===== src/rtl/prom_port_pkg.sv =====
package prom_port_pkg;
   // Bit positions in the main-board register (fixed by firmware)
   localparam int MB_CS_B   = 0;
   localparam int MB_SK_B   = 1;
   localparam int MB_DI_B   = 2;
   localparam int MB_DO_B   = 3;
   localparam int MB_TAG_B  = 7;
   // Bit positions in the module register
   localparam int NM_SEL_LO = 0;
   localparam int NM_SEL_W  = 2;
   localparam int NM_SK_B   = 2;
   localparam int NM_CS_B   = 4;
   localparam int NM_DI_B   = 6;
   localparam int NM_DO_B   = 7;
   localparam int REG_W     = 8;

   typedef struct packed {
      logic cs;
      logic sk;
      logic di;
   } prom_pins_t;
endpackage


===== src/rtl/prom_sync.sv =====
module prom_sync #(
   parameter int W      = 1,
   parameter int STAGES = 2
) (
   input  logic         clk,
   input  logic         rst_n,
   input  logic [W-1:0] d,
   output logic [W-1:0] q
);
   if (STAGES < 2) begin : g_bad_stages
      $error("prom_sync: STAGES must be at least 2");
   end

   logic [W-1:0] chain [STAGES];

   for (genvar i = 0; i < STAGES; i++) begin : g_stage
      if (i == 0) begin : g_first
         always_ff @(posedge clk or negedge rst_n) begin
            if (!rst_n) chain[i] <= '0;
            else        chain[i] <= d;
         end
      end else begin : g_next
         always_ff @(posedge clk or negedge rst_n) begin
            if (!rst_n) chain[i] <= '0;
            else        chain[i] <= chain[i-1];
         end
      end
   end

   assign q = chain[STAGES-1];
endmodule


===== src/rtl/prom_mb_port.sv =====
module prom_mb_port
   import prom_port_pkg::*;
#(
   parameter int SYNC_STAGES     = 2,
   parameter bit CHASSIS_TAG_EN  = 1'b1,
   parameter bit CHASSIS_TAG_VAL = 1'b1
) (
   input  logic             clk,
   input  logic             rst_n,
   input  logic             wr,
   input  logic [REG_W-1:0] wdata,
   input  logic             do_in,
   output prom_pins_t       pins,
   output logic [REG_W-1:0] rd
);
   prom_pins_t pins_q;
   logic       do_s;

   always_ff @(posedge clk or negedge rst_n) begin
      if (!rst_n) begin
         pins_q <= '0;
      end else if (wr) begin
         pins_q.cs <= wdata[MB_CS_B];
         pins_q.sk <= wdata[MB_SK_B];
         pins_q.di <= wdata[MB_DI_B];
      end
   end

   prom_sync #(.W(1), .STAGES(SYNC_STAGES)) u_do_sync (
      .clk   (clk),
      .rst_n (rst_n),
      .d     (do_in),
      .q     (do_s)
   );

   logic tag_bit;
   if (CHASSIS_TAG_EN) begin : g_tag
      assign tag_bit = CHASSIS_TAG_VAL;
   end else begin : g_no_tag
      assign tag_bit = 1'b0;
   end

   always_comb begin
      rd           = '0;
      rd[MB_CS_B]  = pins_q.cs;
      rd[MB_SK_B]  = pins_q.sk;
      rd[MB_DI_B]  = pins_q.di;
      rd[MB_DO_B]  = do_s;
      rd[MB_TAG_B] = tag_bit;
   end

   assign pins = pins_q;
endmodule


===== src/rtl/prom_nm_port.sv =====
module prom_nm_port
   import prom_port_pkg::*;
#(
   parameter int SLOTS       = 4,
   parameter int SYNC_STAGES = 2
) (
   input  logic             clk,
   input  logic             rst_n,
   input  logic             wr,
   input  logic [REG_W-1:0] wdata,
   input  logic [SLOTS-1:0] do_in,
   input  logic [SLOTS-1:0] present,
   output logic [SLOTS-1:0] cs_o,
   output logic [SLOTS-1:0] sk_o,
   output logic [SLOTS-1:0] di_o,
   output logic [REG_W-1:0] rd
);
   localparam int MAX_SLOTS = 1 << NM_SEL_W;

   if (SLOTS < 1 || SLOTS > MAX_SLOTS) begin : g_bad_slots
      $error("prom_nm_port: SLOTS out of range for the select field");
   end

   prom_pins_t          pins_q;
   logic [NM_SEL_W-1:0] slot_q;
   logic [SLOTS-1:0]    do_s;
   logic                do_sel;

   always_ff @(posedge clk or negedge rst_n) begin
      if (!rst_n) begin
         pins_q <= '0;
         slot_q <= '0;
      end else if (wr) begin
         pins_q.cs <= wdata[NM_CS_B];
         pins_q.sk <= wdata[NM_SK_B];
         pins_q.di <= wdata[NM_DI_B];
         slot_q    <= wdata[NM_SEL_LO +: NM_SEL_W];
      end
   end

   prom_sync #(.W(SLOTS), .STAGES(SYNC_STAGES)) u_do_sync (
      .clk   (clk),
      .rst_n (rst_n),
      .d     (do_in),
      .q     (do_s)
   );

   for (genvar s = 0; s < SLOTS; s++) begin : g_fan
      logic hit;
      assign hit     = (slot_q == NM_SEL_W'(s));
      assign cs_o[s] = hit & pins_q.cs;
      assign sk_o[s] = hit & pins_q.sk;
      assign di_o[s] = hit & pins_q.di;
   end

   // Absent or nonexistent slot reads data-out high
   always_comb begin
      do_sel = 1'b1;
      for (int s = 0; s < SLOTS; s++) begin
         if (slot_q == NM_SEL_W'(s) && present[s]) do_sel = do_s[s];
      end
   end

   always_comb begin
      rd          = '0;
      rd[NM_SK_B] = pins_q.sk;
      rd[NM_CS_B] = pins_q.cs;
      rd[NM_DI_B] = pins_q.di;
      rd[NM_DO_B] = do_sel;
   end
endmodule


===== src/rtl/ser_prom_port.sv =====
module ser_prom_port
   import prom_port_pkg::*;
#(
   parameter int              DATA_W          = 16,
   parameter int              ADDR_W          = 4,
   parameter logic [ADDR_W-1:0] MB_ADDR       = 4'h0,
   parameter logic [ADDR_W-1:0] NM_ADDR       = 4'h1,
   parameter int              SLOTS           = 4,
   parameter int              SYNC_STAGES     = 2,
   parameter bit              CHASSIS_TAG_EN  = 1'b1,
   parameter bit              CHASSIS_TAG_VAL = 1'b1
) (
   input  logic              clk,
   input  logic              rst_n,
   input  logic              reg_wr,
   input  logic [ADDR_W-1:0] reg_addr,
   input  logic [DATA_W-1:0] reg_wdata,
   output logic [DATA_W-1:0] reg_rdata,
   output logic              mb_cs,
   output logic              mb_sclk,
   output logic              mb_di,
   input  logic              mb_do,
   output logic [SLOTS-1:0]  nm_cs,
   output logic [SLOTS-1:0]  nm_sclk,
   output logic [SLOTS-1:0]  nm_di,
   input  logic [SLOTS-1:0]  nm_do,
   input  logic [SLOTS-1:0]  nm_present
);
   if (DATA_W < REG_W) begin : g_bad_width
      $error("ser_prom_port: DATA_W must be at least 8");
   end
   if (MB_ADDR == NM_ADDR) begin : g_bad_addr
      $error("ser_prom_port: register addresses must differ");
   end

   logic             hit_mb, hit_nm;
   logic [REG_W-1:0] wbyte, rd_mb, rd_nm;
   prom_pins_t       mb_pins;

   assign hit_mb = (reg_addr == MB_ADDR);
   assign hit_nm = (reg_addr == NM_ADDR);
   assign wbyte  = reg_wdata[REG_W-1:0];

   prom_mb_port #(
      .SYNC_STAGES     (SYNC_STAGES),
      .CHASSIS_TAG_EN  (CHASSIS_TAG_EN),
      .CHASSIS_TAG_VAL (CHASSIS_TAG_VAL)
   ) u_mb (
      .clk   (clk),
      .rst_n (rst_n),
      .wr    (reg_wr & hit_mb),
      .wdata (wbyte),
      .do_in (mb_do),
      .pins  (mb_pins),
      .rd    (rd_mb)
   );

   prom_nm_port #(
      .SLOTS       (SLOTS),
      .SYNC_STAGES (SYNC_STAGES)
   ) u_nm (
      .clk     (clk),
      .rst_n   (rst_n),
      .wr      (reg_wr & hit_nm),
      .wdata   (wbyte),
      .do_in   (nm_do),
      .present (nm_present),
      .cs_o    (nm_cs),
      .sk_o    (nm_sclk),
      .di_o    (nm_di),
      .rd      (rd_nm)
   );

   assign mb_cs   = mb_pins.cs;
   assign mb_sclk = mb_pins.sk;
   assign mb_di   = mb_pins.di;

   always_comb begin
      reg_rdata = '0;
      if (hit_mb)      reg_rdata[REG_W-1:0] = rd_mb;
      else if (hit_nm) reg_rdata[REG_W-1:0] = rd_nm;
   end
endmodule


===== config.mk =====
export PLATFORM = sky130hd
export DESIGN_NAME = ser_prom_port
export DESIGN_NICKNAME = d
export VERILOG_FILES = /design/src/rtl/prom_port_pkg.sv /design/src/rtl/prom_sync.sv /design/src/rtl/prom_mb_port.sv /design/src/rtl/prom_nm_port.sv /design/src/rtl/ser_prom_port.sv
export SDC_FILE = /design/constraint.sdc
export NUM_CORES = 1
export LEC_CHECK = 0
export BUFFER_PORTS_ARGS = -buffer_cell sky130_fd_sc_hd__buf_2
export CORE_ASPECT_RATIO = 0.5
export CORE_UTILIZATION = 30
export DETAILED_ROUTE_END_ITERATION = 10
export HOLD_SLACK_MARGIN = 0.03
export PLACE_DENSITY = 0.61
export SYNTH_ARGS = -nofsm -noshare
export SYNTH_HDL_FRONTEND = slang
export SYNTH_HIERARCHICAL = 1
export SYNTH_SLANG_ARGS = --single-unit

===== constraint.sdc =====
create_clock -name clk -period 1.9 [get_ports clk]
set_input_delay 0.38 -clock clk [delete_from_list [all_inputs] [get_ports clk]]
set_output_delay 0.38 -clock clk [all_outputs]
set_load 0.01 [all_outputs]

== After elaboration in Yosys (flattened, before gate mapping) ==
Cells that the tools add are included.

* Flip-flop bits (word level): 18
* Bits in latches: 0
* Bits in writable memories: 0
* ROM bits: 0
* Bits of input ports: 32
* Output and inout bits: 31
* Word-level logic and storage cells: 41
* Memories kept: 0

* Add/subtract/negate cells: 0
* Multiply operators: 0
* Div/mod/pow operators: 0
* Order comparisons: 0
* Eq/ne operators: 4
* Shift operators: 0
* Muxes and demuxes: 6
* Bitwise logic cells: 14
* Reduce and logical (&&, ||, !) cells: 6

{| class="wikitable"
|+ Operators with widths
! cell !! count
|-
| $mux 8 || 2
|-
| $and 1x1->1 || 14
|-
| $eq 2x2->1 const B || 2
|-
| $eq 4x1->1 const B || 1
|-
| $logic_and 1x1->1 || 4
|-
| $logic_not 4->1 || 1
|-
| $mux 1 || 4
|-
| $eq 2x1->1 const B || 1
|-
| $logic_not 2->1 || 1
|}

== Logic depth before layout (Yosys ltp) ==
* Depth after elaboration: 8
* Depth in mapped cells: 6
* Gate-level depth less buffers: 4

== Cells and area by module ==
The synthesis kept the hierarchy.

{| class="wikitable"
|+ Modules (own cells, without submodules)
! module !! times used !! cells each !! area an instance (µm²) !! seq. area each (µm²)
|-
| prom_nm_port || 1 || 36 || 361.6 || 125.1
|-
| prom_sync at u_nm.u_do_sync || 1 || 12 || 230.2 || 200.2
|-
| ser_prom_port || 1 || 31 || 216.5 || 0.0
|-
| prom_mb_port || 1 || 16 || 176.4 || 75.1
|-
| prom_sync at u_mb.u_do_sync || 1 || 2 || 50.0 || 50.0
|}

== Worst setup path before layout ==
No wires, ideal clock.

* Path kind: register to output
* From: reg u_nm.u_do_sync.chain (netlist bit u_nm/u_do_sync/q[3])
* To: out reg_rdata[7]
* Arrival: 1.347 ns
* Required time: 1.520 ns
* Slack: 0.173 ns
* Stages on the path, launching flop included: 7
* Buffers on the path: 2
* Path through: dfrtp_1 > buf_4 > nand2b_1 > mux4_2 > buf_4 > mux2i_1 > nor2_1

* Cells in the longest elaborated chain, start to end: 3

{| class="wikitable"
|+ RTL lines
! element !! line !! RTL
|-
| start, declared || prom_sync.sv:14 || <nowiki>logic [W-1:0] chain [STAGES];</nowiki>
|-
| start signal, assigned by index || prom_sync.sv:25 || <nowiki>else chain[i] <= chain[i-1];</nowiki>
|-
| $mux 1 || prom_nm_port.sv:60 || <nowiki>if (slot_q == NM_SEL_W'(s) && present[s]) do_sel = do_s[s];</nowiki>
|-
| named net u_nm.do_sel || prom_nm_port.sv:27 || <nowiki>logic do_sel;</nowiki>
|-
| $mux 8 || ser_prom_port.sv:81 || <nowiki>else if (hit_nm) reg_rdata[REG_W-1:0] = rd_nm;</nowiki>
|-
| $mux 8 || ser_prom_port.sv:80 || <nowiki>if (hit_mb) reg_rdata[REG_W-1:0] = rd_mb;</nowiki>
|-
| end, declared || ser_prom_port.sv:18 || <nowiki>output logic [DATA_W-1:0] reg_rdata,</nowiki>
|}

The timed path passes the listed nets, and every way through them passes these cells.

== Final worst setup path ==
* From: reg u_nm.u_do_sync.chain (netlist bit u_nm/u_do_sync/q[3])
* To: out reg_rdata[7]

* Cells in the longest elaborated chain, start to end: 3

{| class="wikitable"
|+ RTL lines
! element !! line !! RTL
|-
| $mux 1 || prom_nm_port.sv:60 ||
|-
| named net rd_nm[7] || ser_prom_port.sv:37 || <nowiki>logic [REG_W-1:0] wbyte, rd_mb, rd_nm;</nowiki>
|-
| $mux 8 || ser_prom_port.sv:81 ||
|-
| $mux 8 || ser_prom_port.sv:80 ||
|}

The timed path passes the listed nets, and every way through them passes these cells.

==> impl_metrics.csv <==
group,metric,value,unit
run_status,status,"completed",
placed_design,gp_congestion,0.658,
floorplan,die_y,43.5,microns
synth,ys_warn_count,6,
sta,worst_clock_skew,0.000413,ns
detailed_routing,drc,0,
detailed_routing,dr.pass1.iters,4,
sta,holdWs,0.0471,ns
sta,grt_setup_unrepaired,"yes",
final_layout,syn_to_final_growth,18.0,%
final_layout,final_cell_mix,"buf_2 (42), dfrtp_1 (18), conb_1 (16)",
detailed_routing,drt_iter0_drc,3,
cts,cts.path.max_buffers,2,
floorplan,start_util,33.0,%
power,irDropWorstVdd,0.422,mV
synth,synth.largest_area_cell,"dfrtp_1",
global_route,antenna_found_initial,0,
floorplan,core,3140,sq um
run,drv_cap,0,
cts,clock-sinks,18,
sta,drv_slew,0,
global_route,grt_pass1_wl,2.75,mm
cts,holdBufCountCts,0,
worst_setup_path,cp-start-kind,"flop",
synth,synth.area.top_cells,"dfrtp_1 (44%), buf_4 (18%), mux2_2 (8.7%)",
power,seq_power_share,46.2,%
floorplan,fp.dieW,85.1,microns
power,clockPowerShare,28.7,%
worst_setup_path,endpoint_kind,"output port",
global_route,grt_pass1_vias,609,
final_layout,drive_gt1_share,46.2,%
synth,yosys.cell_types.count,16,
power,switching_share,27.3,%
detailed_routing,drt_wl_total,1.66,mm
power,switchingPower,0.285,mW
final_layout,layout_commonest_cell,"buf_2",
cts,numCtsBuffers,3,
cts,h-tree-depth,1,
power,p_int,0.758,mW
synth,synth_sequential_area_ratio,43.5,%
global_route,gr-usage-all-layers,9.83,%
cts,tritoncts,"yes",
placed_design,port_buffers,42,
floorplan,ios,63,
worst_setup_path,crit_chain,"nand2b_4 > mux4_2 > mux2i_1 > nor2_1 > buf_2",
synth,synth.top_cell.area_share,43.5,%
sta,fmax,0.528,GHz
floorplan,rows,14,
synth,synthCells,97,
min_path,hp-class,"primary input to async pin",
global_route,grt_overflow,0,
sta,layout_min_cycle_time,1.90,ns
worst_setup_path,cp_max_fo,1,
global_route,grt_max_degree,19,
worst_setup_path,slowest_delay,0.45,ns
power,leakagePower,0.672,nW
power,p_per_area,855,nW/um^2
detailed_routing,vias_per_cell,4.00,
cts,clkLatencyLatePin,0.24,ns
cts,cts.reportedPaths.clkPinSlew,0.07,ns
cts,root_buffer,"clkbuf_8",
detailed_routing,wl_per_cell,9.76,microns
sta,setup_viol,0,
detailed_routing,vias,680,
worst_setup_path,worstSetupPathType,"flop to output port",
synth,ys_seq_elements,18,
synth,syn_area,1030,sq um
sta,fin_crit_sh,99.8,%
power,power_frac_comb,25.1,%
sta,finalHoldViolCount,0,
power,power,1.04,mW
placed_design,dp_hpwl,1.37,mm
worst_setup_path,crit_slowest_cell,"mux4_2",
floorplan,dieArea,3700,sq um
worst_setup_path,worstPathArrival,1.52,ns
final_layout,num_antenna_cells,0,
final_layout,final_nets,163,
synth,avgSynthCellArea,10.7,sq um
worst_setup_path,cp.required,1.52,ns
detailed_routing,postRouteAntennaNets,0,
[cell usage after synthesis (all sizes together)]
cell and number:
dfrtp 18, and2 9, nand2b 4, or3 1
nand2 1, nor2 10, nor3b 1, mux2 8
buf 27, nor2b 2, mux2i 8, mux4 1
conb 4, and3 3
[stage by stage]
step / instance area (sq um) / setup TNS (ns) / std cells / utilization (%) / setup WS, ns
floorplan: 1080 / 0 / 109 / - / 0.173
global placement: 1150 / 0 / 166 / 36.7 / 0.0960
detailed placement: 1150 / 0 / 166 / 36.7 / 0.0924
CTS: 1210 / -0.00184 / 170 / 38.5 / -0.00184
global route: 1220 / -0.0628 / 170 / 38.9 / -0.0628
finish: 1220 / 0 / 170 / 38.9 / 0.00449
[cell type report]
cell class / count / area [sq um]
repair buffers: 44 / 225
well taps: 40 / 50.0
fillers: 334 / 1910
flip-flops and latches: 18 / 450
clock buffers: 4 / 55.1
multi-input cells: 64 / 440
[registers in the layout (all words and copies together), names as in the netlist]
name,flops
u_mb/u_do_sync/chain,1
u_nm/slot_q,2
u_mb/pins,3
u_nm/u_do_sync/chain,4
u_nm/rd,3
u_mb/u_do_sync/q,1
u_nm/u_do_sync/q,4
[metal layers]
layer / up-vias / share of wire (%) / global-route usage (%)
met2: 24 / 50 / 18.2
met3: 2 / 6.0 / 3.81
li1: 337 / - / -
met5: - / 0 / 0
met4: 0 / 0.84 / 2.03
met1: 317 / 43 / 11.0
[cells by family after synthesis]
kind of cell,count (synthesis),synth area share (%)
simple gates,31,16.7
buf+inv,27,19.7
other cells,4,1.45
mux,17,18.6
flops,18,43.5
[power by group through the flow]
stage          sequential [mW]  clock, mW  combinational [mW]
6_report                 0.482      0.299               0.262
5_1_grt                  0.496      0.328               0.292
4_1_cts                  0.485      0.307               0.264
3_5_place_dp             0.492          0               0.263
3_3_place_gp             0.490          0               0.259
2_1_floorplan            0.486          0               0.207
[worst max-delay path, delay by kind of cell, from the launching register on]
family,cells,cell delay (ns)
DFF,1,0.36
buffers and inverters,1,0.13
muxes,2,0.59
and+or+nand+nor,2,0.19
[path summary, 6_finish.rpt]
kind	startpoint	end	slack (ns)	depth (start not counted)
max reg2reg	u_nm/slot_q[0]	u_nm/slot_q[0]	0.97	2
max	u_nm/u_do_sync/q[3]	reg_rdata[7]	0.004	5
max in group asynchronous	rst_n	u_nm/u_do_sync/q[1]	1.58	1
min in group clk	mb_do	u_mb/u_do_sync/chain[1]	0.23	1
min	rst_n	u_mb/pins[1]	0.05	1
min reg2reg	u_nm/u_do_sync/chain[6]	u_nm/u_do_sync/q[2]	0.35	0
[repair_timing]
item                                    in CTS  in global routing
buffers inserted                             0                  0
endpoints found under the setup margin       1                  1
gates resized for setup                      0                  2
pin swaps                                    0                  1
Note: power is estimated with default switching activity, not from simulation.
